<file path="src/rtl/mdio_bridge_pkg.sv">
package mdio_bridge_pkg;
   typedef enum logic [2:0] {
      ACC_PAGE,
      ACC_CTL_NONE,
      ACC_LO,
      ACC_HI,
      ACC_PASS
   } acc_kind_e;

   typedef enum logic [1:0] {
      ST_IDLE,
      ST_BUS,
      ST_PHY,
      ST_DONE
   } br_state_e;
endpackage

</file>
<file path="src/rtl/mdio_bridge_decode.sv">
module mdio_bridge_decode
   import mdio_bridge_pkg::*;
#(
   parameter int PHY_W      = 5,
   parameter int REG_W      = 5,
   parameter int WIN_BITS   = 3,
   parameter logic [4:0] CTL_PHY  = 5'h1F,
   parameter logic [4:0] PAGE_REG = 5'h10
) (
   input  logic [PHY_W-1:0] phy,
   input  logic [REG_W-1:0] regn,
   output acc_kind_e        kind
);
   localparam int WIN_TAG_W = PHY_W - WIN_BITS;
   localparam logic [WIN_TAG_W-1:0] WIN_TAG = WIN_TAG_W'(1) << (WIN_TAG_W - 1);

   logic in_window;
   assign in_window = (phy[PHY_W-1:WIN_BITS] == WIN_TAG);

   always_comb begin
      if (phy == PHY_W'(CTL_PHY)) begin
         kind = (regn == REG_W'(PAGE_REG)) ? ACC_PAGE : ACC_CTL_NONE;
      end else if (in_window) begin
         kind = regn[0] ? ACC_HI : ACC_LO;
      end else begin
         kind = ACC_PASS;
      end
   end
endmodule

</file>
<file path="src/rtl/mdio_bridge_regs.sv">
module mdio_bridge_regs #(
   parameter int PAGE_W = 9,
   parameter int HALF_W = 16
) (
   input  logic              clk,
   input  logic              rst_n,
   input  logic              page_ld,
   input  logic [PAGE_W-1:0] page_din,
   input  logic              hold_ld,
   input  logic [HALF_W-1:0] hold_din,
   input  logic              rlat_ld,
   input  logic [HALF_W-1:0] rlat_din,
   output logic [PAGE_W-1:0] page,
   output logic [HALF_W-1:0] hold_hi,
   output logic [HALF_W-1:0] rlat_hi
);
   generate
      if (PAGE_W < 1 || PAGE_W > HALF_W) begin : g_bad_page
         $error("PAGE_W must lie in 1..HALF_W");
      end
   endgenerate

   always_ff @(posedge clk) begin
      if (!rst_n) begin
         page    <= '0;
         hold_hi <= '0;
         rlat_hi <= '0;
      end else begin
         if (page_ld) page    <= page_din;
         if (hold_ld) hold_hi <= hold_din;
         if (rlat_ld) rlat_hi <= rlat_din;
      end
   end
endmodule

</file>
<file path="src/rtl/mdio_reg_bridge.sv">
module mdio_reg_bridge
   import mdio_bridge_pkg::*;
#(
   parameter int PAGE_W = 9
) (
   input  logic        clk,
   input  logic        rst_n,
   input  logic        mgmt_valid,
   input  logic        mgmt_write,
   input  logic [4:0]  mgmt_phy,
   input  logic [4:0]  mgmt_reg,
   input  logic [15:0] mgmt_wdata,
   output logic        mgmt_done,
   output logic [15:0] mgmt_rdata,
   output logic        bus_req,
   output logic        bus_we,
   output logic [15:0] bus_addr,
   output logic [31:0] bus_wdata,
   input  logic        bus_ready,
   input  logic [31:0] bus_rdata,
   output logic        phy_req,
   output logic        phy_we,
   output logic [4:0]  phy_addr,
   output logic [4:0]  phy_reg,
   output logic [15:0] phy_wdata,
   input  logic        phy_ready,
   input  logic [15:0] phy_rdata
);
   localparam int HALF_W  = 16;
   localparam int WIN_B   = 3;
   localparam int IDX_B   = 4;
   localparam int WADDR_W = PAGE_W + WIN_B + IDX_B;

   generate
      if (WADDR_W != 16) begin : g_bad_addr
         $error("page plus window bits must form a 16-bit word address");
      end
   endgenerate

   acc_kind_e   kind;
   br_state_e   state;
   logic [PAGE_W-1:0] page;
   logic [HALF_W-1:0] hold_hi, rlat_hi, rsp_q;
   logic        accept, page_ld, hold_ld, rlat_ld;
   logic [WADDR_W-1:0] waddr;

   mdio_bridge_decode u_dec (
      .phy  (mgmt_phy),
      .regn (mgmt_reg),
      .kind (kind)
   );

   assign accept  = (state == ST_IDLE) && mgmt_valid;
   assign page_ld = accept && mgmt_write && (kind == ACC_PAGE);
   assign hold_ld = accept && mgmt_write && (kind == ACC_HI);
   assign rlat_ld = (state == ST_BUS) && bus_ready && !bus_we;
   assign waddr   = {page, mgmt_phy[WIN_B-1:0], mgmt_reg[IDX_B:1]};

   mdio_bridge_regs #(.PAGE_W(PAGE_W), .HALF_W(HALF_W)) u_regs (
      .clk      (clk),
      .rst_n    (rst_n),
      .page_ld  (page_ld),
      .page_din (mgmt_wdata[PAGE_W-1:0]),
      .hold_ld  (hold_ld),
      .hold_din (mgmt_wdata),
      .rlat_ld  (rlat_ld),
      .rlat_din (bus_rdata[31:16]),
      .page     (page),
      .hold_hi  (hold_hi),
      .rlat_hi  (rlat_hi)
   );

   always_ff @(posedge clk) begin
      if (!rst_n) begin
         state     <= ST_IDLE;
         rsp_q     <= '0;
         bus_we    <= 1'b0;
         bus_addr  <= '0;
         bus_wdata <= '0;
         phy_we    <= 1'b0;
         phy_addr  <= '0;
         phy_reg   <= '0;
         phy_wdata <= '0;
      end else begin
         unique case (state)
            ST_IDLE: if (mgmt_valid) begin
               rsp_q <= '0;
               unique case (kind)
                  ACC_PAGE: begin
                     if (!mgmt_write) rsp_q <= HALF_W'(page);
                     state <= ST_DONE;
                  end
                  ACC_HI: begin
                     if (!mgmt_write) rsp_q <= rlat_hi;
                     state <= ST_DONE;
                  end
                  ACC_LO: begin
                     bus_we    <= mgmt_write;
                     bus_addr  <= waddr;
                     bus_wdata <= {hold_hi, mgmt_wdata};
                     state     <= ST_BUS;
                  end
                  ACC_PASS: begin
                     phy_we    <= mgmt_write;
                     phy_addr  <= mgmt_phy;
                     phy_reg   <= mgmt_reg;
                     phy_wdata <= mgmt_wdata;
                     state     <= ST_PHY;
                  end
                  default: state <= ST_DONE;
               endcase
            end
            ST_BUS: if (bus_ready) begin
               rsp_q <= bus_we ? '0 : bus_rdata[15:0];
               state <= ST_DONE;
            end
            ST_PHY: if (phy_ready) begin
               rsp_q <= phy_we ? '0 : phy_rdata;
               state <= ST_DONE;
            end
            default: state <= ST_IDLE;
         endcase
      end
   end

   assign bus_req    = (state == ST_BUS);
   assign phy_req    = (state == ST_PHY);
   assign mgmt_done  = (state == ST_DONE);
   assign mgmt_rdata = rsp_q;


   req_excl_chk: assert property (@(posedge clk) disable iff (!rst_n)
      !(bus_req && phy_req));


   bus_hold_chk: assert property (@(posedge clk) disable iff (!rst_n)
      bus_req && !bus_ready |=> bus_req && $stable(bus_addr) && $stable(bus_wdata) && $stable(bus_we));


   done_pulse_chk: assert property (@(posedge clk) disable iff (!rst_n)
      mgmt_done |=> !mgmt_done);


   page_load_chk: assert property (@(posedge clk) disable iff (!rst_n)
      accept && mgmt_write && kind == ACC_PAGE |=> page == $past(mgmt_wdata[PAGE_W-1:0]));


   hi_wr_nobus_chk: assert property (@(posedge clk) disable iff (!rst_n)
      accept && kind == ACC_HI |=> mgmt_done && !bus_req);


   hi_rd_latch_chk: assert property (@(posedge clk) disable iff (!rst_n)
      accept && !mgmt_write && kind == ACC_HI |=> mgmt_rdata == $past(rlat_hi));
endmodule

</file>
<file path="config.mk">
export PLATFORM = sky130hd
export DESIGN_NAME = mdio_reg_bridge
export DESIGN_NICKNAME = d
export VERILOG_FILES = /design/src/rtl/mdio_bridge_pkg.sv /design/src/rtl/mdio_bridge_decode.sv /design/src/rtl/mdio_bridge_regs.sv /design/src/rtl/mdio_reg_bridge.sv
export SDC_FILE = /design/constraint.sdc
export NUM_CORES = 1
export LEC_CHECK = 0
export ABC_CLOCK_PERIOD_IN_PS = 2300
export BUFFER_PORTS_ARGS = -buffer_cell sky130_fd_sc_hd__buf_2
export CORE_ASPECT_RATIO = 0.7
export CORE_MARGIN = 3
export CORE_UTILIZATION = 51
export DETAILED_ROUTE_END_ITERATION = 16
export PLACE_DENSITY_LB_ADDON = 0.12
export SLEW_MARGIN = 5
export SYNTH_ARGS = -nofsm -noshare
export SYNTH_HDL_FRONTEND = slang
export SYNTH_SLANG_ARGS = --single-unit
export TNS_END_PERCENT = 10
</file>
<file path="constraint.sdc">
create_clock -name clk -period 2.3 [get_ports clk]
set_input_delay 0.23 -clock clk [delete_from_list [all_inputs] [get_ports clk]]
set_output_delay 0.23 -clock clk [all_outputs]
set_load 0.05 [all_outputs]
</file>
==> impl_metrics.env, run 1 <==
export IMPL_status="completed"
export IMPL_antenna_found_initial=0
export IMPL_cts_buffers=17
export IMPL_gr_total_overflow=0
export IMPL_layout_worst_path_cycle_share=0.9298
export IMPL_ys_seq_elements=135
export IMPL_synthDistinctLibCells=36
export IMPL_drt_iter0_markers=276
export IMPL_synth_largest_area_cell="dfxtp_1"
export IMPL_wl_mm=14.97
export IMPL_switching_share=0.3754
export IMPL_grt_total_usage=0.2482
export IMPL_grt_first_pass_wirelength_mm=23.78
export IMPL_cap_violations=0
export IMPL_cp_required_ns=2.64
export IMPL_synth_fa_ha_area_frac=0.01128
export IMPL_syn_to_final_growth_pct=28.31
export IMPL_regMostFlops="bus_wdata"
export IMPL_leakage_nw=3.087
export IMPL_max_freq_mhz=467.6
export IMPL_synth_compound_area_frac=0.2202
export IMPL_port_buffers=174
export IMPL_worstSetupStartpointType="register"
export IMPL_async_flop_share=0
export IMPL_fin_skew_ns=0.008812
export IMPL_core_area_um2=10470
export IMPL_reg2reg_from="state[0]$_SDFFE_PN0P_"
export IMPL_synth_area_per_cell_um2=8.917
export IMPL_end_kind="register"
export IMPL_p_clk_frac=0.332
export IMPL_root_buffer="clkbuf_16"
export IMPL_rows=31
export IMPL_cts_sinks=135
export IMPL_place_ws_ns=0.1884
export IMPL_ys_top_cells_by_area="dfxtp_1, a21boi_1, nand2_1, mux2i_1, nor2b_1"
export IMPL_power_density_nw_per_um2=1120
export IMPL_p_int_mw=4.977
export IMPL_dpl_hpwl_mm=10.65
export IMPL_crit_fanout=16
export IMPL_antenna_diode_count=0
export IMPL_finalHoldViolCount=0
export IMPL_vdd_ir_drop_max_mv=0.7254
export IMPL_fin_ws_ns=0.1614
export IMPL_clock_latency_ns=0.41
export IMPL_grt_max_degree=91
export IMPL_ys_seq_area_frac=0.4873
export IMPL_syn_area_um2=5547
export IMPL_cts_setup_buffers=0
export IMPL_ctsHoldBuffers=0
export IMPL_finalCriticalPeriod_ns=2.139
export IMPL_grt_setup_unrepaired="false"
export IMPL_synthFlopType="dfxtp_1"
export IMPL_io_pins=175
export IMPL_min_path_type="input pin to register"
export IMPL_worstMarginPinSlew_ns=1.128
export IMPL_p_sw_mw=2.992
export IMPL_total_power_mw=7.969
export IMPL_initial_core_util=0.5296
export IMPL_die_w_um=130.6
export IMPL_worstSetupPathType="register to register"
export IMPL_nets=868
export IMPL_postRouteAntennaNets=0
export IMPL_syn_nets=707
export IMPL_cts_resized=0
export IMPL_grt_pass1_vias=4854
export IMPL_drive_gt1_frac=0.2927
export IMPL_synth_top_family_by_area="compound AO/OA/AOI/OAI gates"
export IMPL_drt_first_pass_iters=5
export IMPL_maxSlewViolCount=0
export IMPL_synth_xor_area_frac=0
export IMPL_yosysTopAreaCellShare=0.4873
export IMPL_largest_reg_flops=32
export IMPL_synth_simple_gate_area_share=0.1924
export IMPL_comb_power_share=0.320
export IMPL_num_vias=4957
export IMPL_whs_endpoint="u_regs.rlat_hi[5]$_SDFFE_PN0P_"
export IMPL_cts_max_level=4
export IMPL_setup_viol=0
export IMPL_path_clk_slew_ns=0.06
export IMPL_cts_tree="built"
export IMPL_globalplace_congestion=0.8292
export IMPL_fill_cells=908
export IMPL_syn_inst=622
export IMPL_cts_max_path_buffers=2
export IMPL_die_h_um=93.25
export IMPL_p_seq_frac=0.348
export IMPL_muxShareOfSynthArea=0.04873
export IMPL_hp_start="bus_rdata[21]"
export IMPL_dieArea_um2=12180
export IMPL_wire_per_inst_um=16.14
export IMPL_drc=0
export IMPL_fin_tns_setup_ns=0
export IMPL_timing_rr_end="mgmt_rdata[8]$_SDFFE_PN0P_"
export IMPL_avgViaCountPerCell=5.342
export IMPL_synth_edf_count=0
export IMPL_ys_warnings_count=0
export IMPL_r2r_cells=6
export IMPL_min_path_cells=3
export IMPL_relSlewSlack=0.2463
export IMPL_critPathArrivalTime_ns=2.48
export IMPL_r2r_slack_ns=0.16
==> cell usage in the layout (no fill, tap or decap), types with 2 or more instances in the layout <==
cell / count
a21boi_0: 6
a21boi_1: 86
a21oi_1: 8
a22o_1: 16
a22oi_1: 16
a31oi_1: 8
buf_2: 173
buf_4: 16
bufinv_16: 2
clkbuf_16: 17
clkinv_2: 5
clkinv_4: 4
clkinvlp_4: 2
dfxtp_1: 135
ha_1: 5
inv_1: 3
inv_6: 2
mux2i_1: 27
nand2_1: 165
nand2b_1: 2
nand3_1: 18
nand3_2: 2
nor2b_1: 33
nor4_4: 2
o21ai_0: 9
o21ai_1: 18
o31ai_1: 2
==> logic make-up (layout without fill, tap and decap cells) <==
group | count (synthesis) | count (layout)
flip-flops | 135 | 135
AO/OA/AOI/OAI | 171 | 171
adder cells (fa/ha/maj) | 5 | 5
multiplexers | 27 | 27
buffers and inverters | 51 | 225
AND/OR/NAND/NOR | 233 | 233
==> routing by layer <==
layer / GRT usage / vias up / routed length, µm
li1: - / 2446 / -
met1: 0.3390 / 2341 / 6961
met2: 0.3722 / 155 / 6667
met3: 0.07363 / 15 / 1214
met4: 0.09075 / 0 / 130
met5: 0 / - / 0
==> power by group through the flow <==
stage	Sequential, mW	Clock [mW]	Combinational [mW]
final	2.77	2.65	2.55
after global routing	2.80	2.78	2.72
after CTS	2.77	2.69	2.55
after detailed placement	2.82	0	2.54
after global placement	2.81	0	2.50
after floorplan	3.52	0	1.15
==> stage by stage <==
step           cell area (µm²)    util  hold slack, ns  std cells
2_1_floorplan             5547       -          0.3648        622
6_report                  7117  0.6796         0.05183        928
5_1_grt                   7117  0.6796         0.05619        928
4_1_cts                   7117  0.6796         0.04329        928
3_3_place_gp              6539  0.6244          0.4356        896
3_5_place_dp              6539  0.6244          0.4433        896
==> worst max path at each step <==
stage | from | end | slack [ns]
global placement | state[0]$_SDFFE_PN0P_ | mgmt_rdata[8]$_SDFFE_PN0P_ | 0.23
detailed placement | state[0]$_SDFFE_PN0P_ | mgmt_rdata[8]$_SDFFE_PN0P_ | 0.19
finish | state[0]$_SDFFE_PN0P_ | mgmt_rdata[8]$_SDFFE_PN0P_ | 0.16
floorplan | state[0]$_SDFFE_PN0P_ | mgmt_rdata[8]$_SDFFE_PN0P_ | 0.14
CTS | state[0]$_SDFFE_PN0P_ | mgmt_rdata[8]$_SDFFE_PN0P_ | 0.18
global route | state[0]$_SDFFE_PN0P_ | mgmt_rdata[4]$_SDFFE_PN0P_ | 0.03
==> critical path: stages, from the launching register on <==
cell	delay, ns
dfxtp_1	0.35
inv_1	0.09
ha_1	0.19
nor2b_1	0.89
a22o_1	0.27
a22oi_1	0.09
a31oi_4	0.18
==> synthesized netlist by cell type (2+ instances only) <==
cell      number
a22o_1        16
a21boi_1      86
o21ai_0        9
a31oi_1        8
clkbuf_1      34
nor2b_1       33
buf_2         10
buf_4          3
a21oi_1        8
mux2i_1       27
nand2b_1       2
ha_1           5
o21ai_1       18
a22oi_1       16
a21boi_0       6
o31ai_1        2
inv_1          3
nand2_1      165
dfxtp_1      135
nand3_1       19
and3_1         2
==> area by class of cell <==
cell class | instances | area [µm²] | share of cell area
clock buffers | 17 | 425.4 | 0.05977
clock inverters | 15 | 152.6 | 0.02145
inverters | 3 | 11.26 | 0.001582
multi-input cells | 436 | 2654 | 0.3729
flip-flops and latches | 135 | 2703 | 0.3797
well taps | 132 | 165.2 | 0.02321
repair buffers | 190 | 1006 | 0.1413
No activity file was read; power rests on OpenSTA's default activity.
==> run 2, diff against run 1 <==
--- a/config.mk
+++ b/config.mk
@@ -8,7 +8,7 @@
 export ABC_CLOCK_PERIOD_IN_PS = 2300
-export BUFFER_PORTS_ARGS = -buffer_cell sky130_fd_sc_hd__buf_2
 export CORE_ASPECT_RATIO = 0.7
 export CORE_MARGIN = 3
-export CORE_UTILIZATION = 51
+export CORE_UTILIZATION = 60
 export DETAILED_ROUTE_END_ITERATION = 16
+export DONT_BUFFER_PORTS = 1
 export PLACE_DENSITY_LB_ADDON = 0.12
==> constraint.sdc (replaced) <==
create_clock -name clk -period 2.3 [get_ports clk]
set_input_delay 0.345 -clock clk [delete_from_list [all_inputs] [get_ports clk]]
set_output_delay 0.345 -clock clk [all_outputs]
set_load 0.05 [all_outputs]
==> run 2 against run 1 <==
Against the previous run:
- global-route usage is 1.3 points higher
- non-clock buffer count is 173 lower
- cell count is 20% lower
- register-to-register slack better by 0.15 ns
- worst setup slack better by 0.15 ns
- design area is 11% lower
- count of clock-buffer cells in the layout is 4 higher
- sequential share of layout area is 4.9 points higher
- die area is 14% lower
- clock power is 9.4% higher
- clock skew hardly changed
- largest power group unchanged
==> impl_metrics.env, run 2 (synthesis results as in run 1) <==
export IMPL_p_sw_mw=2.835
export IMPL_fin_tns_setup_ns=0
export IMPL_p_clk_frac=0.365
export IMPL_drt_iter0_markers=432
export IMPL_timing_rr_end="u_regs.rlat_hi[4]$_SDFFE_PN0P_"
export IMPL_root_buffer="clkbuf_16"
export IMPL_cp_required_ns=2.64
export IMPL_worstSetupStartpointType="register"
export IMPL_antenna_found_initial=0
export IMPL_nets=695
export IMPL_total_power_mw=7.936
export IMPL_initial_core_util=0.6358
export IMPL_wl_mm=13.60
export IMPL_grt_pass1_vias=4117
export IMPL_drt_first_pass_iters=5
export IMPL_fin_ws_ns=0.3152
export IMPL_grt_setup_unrepaired="false"
export IMPL_core_area_um2=8723
export IMPL_fill_cells=656
export IMPL_path_clk_slew_ns=0.06
export IMPL_p_int_mw=5.102
export IMPL_die_w_um=120.9
export IMPL_relSlewSlack=0.5461
export IMPL_io_pins=175
export IMPL_cts_resized=0
export IMPL_whs_endpoint="u_regs.rlat_hi[10]$_SDFFE_PN0P_"
export IMPL_end_kind="register"
export IMPL_final_common_cell="nand2_1"
export IMPL_layout_common_cells="nand2_1, dfxtp_1, a21boi_1"
export IMPL_avgViaCountPerCell=5.845
export IMPL_crit_fanout=18
export IMPL_leakage_nw=2.288
export IMPL_setup_viol=0
export IMPL_min_path_cells=2
export IMPL_r2r_cells=7
export IMPL_switching_share=0.3572
export IMPL_postRouteAntennaNets=0
export IMPL_multi_input_area_um2=2656
export IMPL_power_density_nw_per_um2=1260
export IMPL_drive_gt1_frac=0.09631
export IMPL_whs_ns=0.06375
export IMPL_rows=28
export IMPL_cap_violations=0
export IMPL_port_buffers=0
export IMPL_gr_total_overflow=0
export IMPL_die_h_um=86.44
export IMPL_layout_worst_path_cycle_share=0.8630
export IMPL_regArea_um2=2703
export IMPL_grt_first_pass_wirelength_mm=21.66
export IMPL_clock_latency_ns=0.41
export IMPL_comb_power_share=0.188
export IMPL_cts_setup_buffers=0
export IMPL_grt_max_degree=136
export IMPL_globalplace_congestion=0.8888
export IMPL_grt_total_usage=0.2612
export IMPL_vdd_ir_drop_max_mv=0.8418
export IMPL_reg2reg_from="state[1]$_SDFFE_PN0P_"
export IMPL_r2r_slack_ns=0.32
export IMPL_worstSetupPathType="register to register"
export IMPL_num_vias=4343
export IMPL_cts_sinks=135
export IMPL_dpl_hpwl_mm=9.438
export IMPL_cts_buffers=17
export IMPL_cts_max_path_buffers=2
export IMPL_antenna_diode_count=0
export IMPL_p_seq_frac=0.447
export IMPL_cts_max_level=4
export IMPL_wire_per_inst_um=18.30
export IMPL_critPathArrivalTime_ns=2.32
export IMPL_cts_tree="built"
export IMPL_worstMarginPinSlew_ns=0.6777
export IMPL_status="completed"
export IMPL_finalCriticalPeriod_ns=1.985
export IMPL_maxSlewViolCount=0
export IMPL_drc=0
export IMPL_regMostFlops="bus_wdata"
export IMPL_hp_start="bus_rdata[26]"
export IMPL_utilization=0.7222
export IMPL_place_ws_ns=0.1599
export IMPL_fin_skew_ns=0.009295
export IMPL_max_freq_mhz=503.8
export IMPL_syn_to_final_growth_pct=13.58
export IMPL_dieArea_um2=10450
export IMPL_largest_reg_flops=32
export IMPL_finalHoldViolCount=0
export IMPL_ctsHoldBuffers=0
export IMPL_min_path_type="input pin to register"
-- run 2: power by group through the flow --
stage | clock network, mW | registers (mW) | logic, mW
2_1_floorplan | 0 | 3.52 | 1.15
3_3_place_gp | 0 | 3.58 | 1.42
3_5_place_dp | 0 | 3.59 | 1.46
4_1_cts | 2.93 | 3.54 | 1.48
5_1_grt | 3.03 | 3.57 | 1.63
6_report | 2.90 | 3.55 | 1.49
-- run 2: critical path, cell delays in order (launching register included) --
cell and delay (ns):
dfxtp_1 0.36, inv_1 0.11, ha_1 0.18, nor2b_1 0.13
buf_4 0.23, and2_1 0.58, nand2_1 0.15, a21boi_0 0.17
-- run 2: how the worst max path moves through the flow --
stage                                                 end             startpoint  depth (start not counted)  slack (ns)
after floorplan                mgmt_rdata[8]$_SDFFE_PN0P_  state[0]$_SDFFE_PN0P_                          7        0.14
after global placement         mgmt_rdata[8]$_SDFFE_PN0P_  state[0]$_SDFFE_PN0P_                          6        0.23
after detailed placement       mgmt_rdata[8]$_SDFFE_PN0P_  state[0]$_SDFFE_PN0P_                          6        0.16
after CTS                      mgmt_rdata[8]$_SDFFE_PN0P_  state[0]$_SDFFE_PN0P_                          6        0.15
after global routing      u_regs.rlat_hi[15]$_SDFFE_PN0P_  state[1]$_SDFFE_PN0P_                          7         0.1
final                      u_regs.rlat_hi[4]$_SDFFE_PN0P_  state[1]$_SDFFE_PN0P_                          7        0.32
-- run 2: layout make-up --
cell class                      count  share of cell area
Clock buffer                       21             0.07468
Clock inverter                     11             0.02681
Inverter                            3            0.001787
Multi-Input combinational cell    436              0.4216
Sequential cell                   135              0.4290
Tap cell                          120             0.02383
Timing Repair Buffer               17             0.02224
-- run 2: stage by stage --
| stage | cell area, µm² | cells |
|---|---|---|
| final | 6300 | 743 |
| after CTS | 6297 | 743 |
| after global routing | 6300 | 743 |
| after detailed placement | 5658 | 711 |
| after global placement | 5658 | 711 |
| after floorplan | 5547 | 622 |
-- run 2: routing by layer --
metal | routed length (µm) | track usage | vias up
li1 | - | - | 2096
met1 | 5975 | 0.3568 | 2045
met2 | 5980 | 0.3816 | 195
met3 | 1558 | 0.09980 | 7
met4 | 85 | 0.08745 | 0
met5 | 0 | 0 | -
==> run 3, diff against run 2 <==
SYNTH_HIERARCHICAL = 1   (was not set)
==> run 3 against run 2 <==
Against the previous run:
- worst setup slack worse by 0.064 ns
- non-clock buffer count up 1
- register-to-register slack worse by 0.06 ns
- largest power group unchanged
- critical path depth down 1
- utilization down 1.0 points
- flip-flop and latch count unchanged
- sequential power down 3%
- combinational power down 39%
- count of clock-buffer cells in the layout up 2
- highest routed layer unchanged
==> impl_metrics.env, run 3 <==
export IMPL_r2r_slack_ns=0.25
export IMPL_drc=0
export IMPL_end_kind="register"
export IMPL_synthDistinctLibCells=34
export IMPL_avgViaCountPerCell=5.793
export IMPL_gr_total_overflow=0
export IMPL_finalHoldViolCount=0
export IMPL_ys_top_cells_by_area="dfxtp_1, nand2_1, a21boi_0, mux2i_1, nor2b_1"
export IMPL_stdcell_count=716
export IMPL_cap_violations=0
export IMPL_drive_gt1_frac=0.09732
export IMPL_syn_area_um2=5441
export IMPL_root_buffer="clkbuf_16"
export IMPL_synthFlopType="dfxtp_1"
export IMPL_grt_setup_unrepaired="false"
export IMPL_dpl_hpwl_mm=8.859
export IMPL_cts_buffers=17
export IMPL_ys_seq_elements=135
export IMPL_finalCriticalPeriod_ns=2.049
export IMPL_regMostFlops="bus_wdata"
export IMPL_fin_skew_ns=0.007737
export IMPL_drt_first_pass_iters=6
export IMPL_wl_met2_mm=6.344
export IMPL_setup_viol=0
export IMPL_relSlewSlack=0.5264
export IMPL_synth_largest_area_cell="dfxtp_1"
export IMPL_worstMarginPinSlew_ns=0.7097
export IMPL_max_freq_mhz=488.0
export IMPL_cts_tree="built"
export IMPL_ys_warnings_count=6
export IMPL_die_w_um=119.8
export IMPL_cts_max_level=4
export IMPL_drt_iter0_markers=402
export IMPL_yosysTopAreaCellShare=0.4967
export IMPL_synth_most_common_cell="nand2_1"
export IMPL_power_density_nw_per_um2=1145
export IMPL_worstSetupStartpointType="register"
export IMPL_globalplace_congestion=0.7689
export IMPL_wire_per_inst_um=18.37
export IMPL_clock_latency_ns=0.41
export IMPL_met1_length_mm=5.436
export IMPL_postRouteAntennaNets=0
export IMPL_wl_mm=13.16
export IMPL_layout_common_cells="nand2_1, dfxtp_1, a21boi_0"
export IMPL_ys_seq_area_frac=0.4967
export IMPL_synth_xor_area_frac=0
export IMPL_worstSetupPathType="register to register"
export IMPL_largest_reg_flops=32
export IMPL_syn_inst=589
export IMPL_port_buffers=0
export IMPL_final_common_cell="nand2_1"
export IMPL_num_vias=4148
export IMPL_initial_core_util=0.6314
export IMPL_layout_worst_path_cycle_share=0.8910
export IMPL_async_flop_share=0
export IMPL_grt_first_pass_wirelength_mm=21.11
export IMPL_met3_length_mm=1.161
export IMPL_antenna_found_initial=0
export IMPL_whs_ns=0.06618
export IMPL_leakage_nw=2.029
export IMPL_path_clk_slew_ns=0.06
export IMPL_grt_max_degree=137
export IMPL_vdd_ir_drop_max_mv=0.6433
export IMPL_synth_compound_area_frac=0.1741
export IMPL_nets=669
export IMPL_grt_total_usage=0.2582
export IMPL_grt_pass1_vias=4194
export IMPL_syn_to_final_growth_pct=12.78
export IMPL_rows=28
export IMPL_muxShareOfSynthArea=0.07542
export IMPL_highest_layer="met4"
export IMPL_antenna_diode_count=0
export IMPL_crit_fanout=16
export IMPL_syn_nets=674
export IMPL_synth_simple_gate_area_share=0.1954
export IMPL_die_h_um=85.68
export IMPL_io_pins=175
export IMPL_synth_edf_count=0
export IMPL_min_path_type="input pin to register"
export IMPL_cts_max_path_buffers=2
export IMPL_fin_tns_setup_ns=0
export IMPL_cts_setup_buffers=0
export IMPL_synth_area_per_cell_um2=9.238
export IMPL_status="completed"
export IMPL_dp_cells=685
export IMPL_synthTopCellsByCount="nand2_1, dfxtp_1, a21boi_0"
export IMPL_cp_required_ns=2.58
export IMPL_core_area_um2=8618
export IMPL_maxSlewViolCount=0
export IMPL_cts_sinks=135
export IMPL_synth_fa_ha_area_frac=0.01150
export IMPL_dieArea_um2=10270
export IMPL_synth_top_family_by_area="simple AND/OR/NAND/NOR gates"
export IMPL_critPathArrivalTime_ns=2.32
-- run 3: changes by cell type after synthesis, moves of 3 or more --
cell      before  now
nor2_1         1    4
mux2i_1       27   41
a22oi_1       16    0
a21boi_1      86   19
o21ai_0        9   16
a21boi_0       6   57
buf_6          1    4
a222oi_1       0   16
nand3_1       19    2
a22o_1        16    0
clkbuf_1      34   21
nor2b_1       33   44
o21ai_1       18    0
buf_2         10   13
-- run 3: metal layers --
metal	up-vias	track usage
li1	1999	-
met1	1971	0.3073
met2	161	0.4273
met3	17	0.09361
met4	0	0.1081
met5	-	0
-- run 3: area by class of cell --
| cell class | count | area (µm²) |
|---|---|---|
| Timing Repair Buffer | 18 | 172.7 |
| Multi-Input combinational cell | 409 | 2507 |
| Tap cell | 120 | 150.1 |
| Inverter | 3 | 11.26 |
| Fill cell | 678 | 2481 |
| Clock buffer | 23 | 498.0 |
| Sequential cell | 135 | 2703 |
| Clock inverter | 8 | 95.09 |
-- run 3: path summary, 6_finish.rpt --
path | from | endpoint | cells after the start
min | mgmt_wdata[3] | phy_wdata[3]$_SDFFE_PN0P_ | 2
max | state[0]$_SDFFE_PN0P_ | mgmt_rdata[5]$_SDFFE_PN0P_ | 6
min reg2reg | u_regs/hold_hi[2]$_SDFFE_PN0P_ | bus_wdata[18]$_SDFFE_PN0P_ | 2
max reg2reg | state[0]$_SDFFE_PN0P_ | mgmt_rdata[5]$_SDFFE_PN0P_ | 6
-- run 3: logic make-up (layout without fill, tap and decap cells) --
kind of cell	Yosys count	after routing
buffers and inverters	45	52
DFF	135	135
AOI/OAI and AO/OA	130	130
adders and majority gates	5	5
and+or+nand+nor	233	233
muxes	41	41
-- run 3: timing repair --
item | 4_1_cts | 5_1_grt
resized for setup | 0 | 1
hold buffers | 0 | 0
endpoints found under the setup margin | 0 | 15
-- run 3: through the flow --
| stage | setup WS (ns) | total power [mW] | instance area [µm²] | utilization |
|---|---|---|---|---|
| 4_1_cts | 0.06238 | 7.051 | 6135 | 0.7118 |
| 6_report | 0.2508 | 7.026 | 6137 | 0.7121 |
| 3_3_place_gp | 0.1827 | 4.322 | 5542 | 0.6430 |
| 3_5_place_dp | 0.07896 | 4.370 | 5542 | 0.6430 |
| 2_1_floorplan | 0.3251 | 4.144 | 5441 | - |
| 5_1_grt | 0.1407 | 7.295 | 6137 | 0.7121 |
-- run 3: report_power, final --
part | internal (mW) | total, mW | switching [mW]
Combinational | 0.364 | 0.914 | 0.550
Clock | 1.73 | 2.68 | 0.956
Sequential | 2.58 | 3.43 | 0.846
Total | 4.67 | 7.03 | 2.35
-- run 3: critical path, cell delays in order (launching register included) --
cell      delay [ns]
dfxtp_1         0.42
inv_1           0.10
ha_1            0.32
buf_4           0.17
and3b_1         0.36
a222oi_1        0.40
a31oi_1         0.15
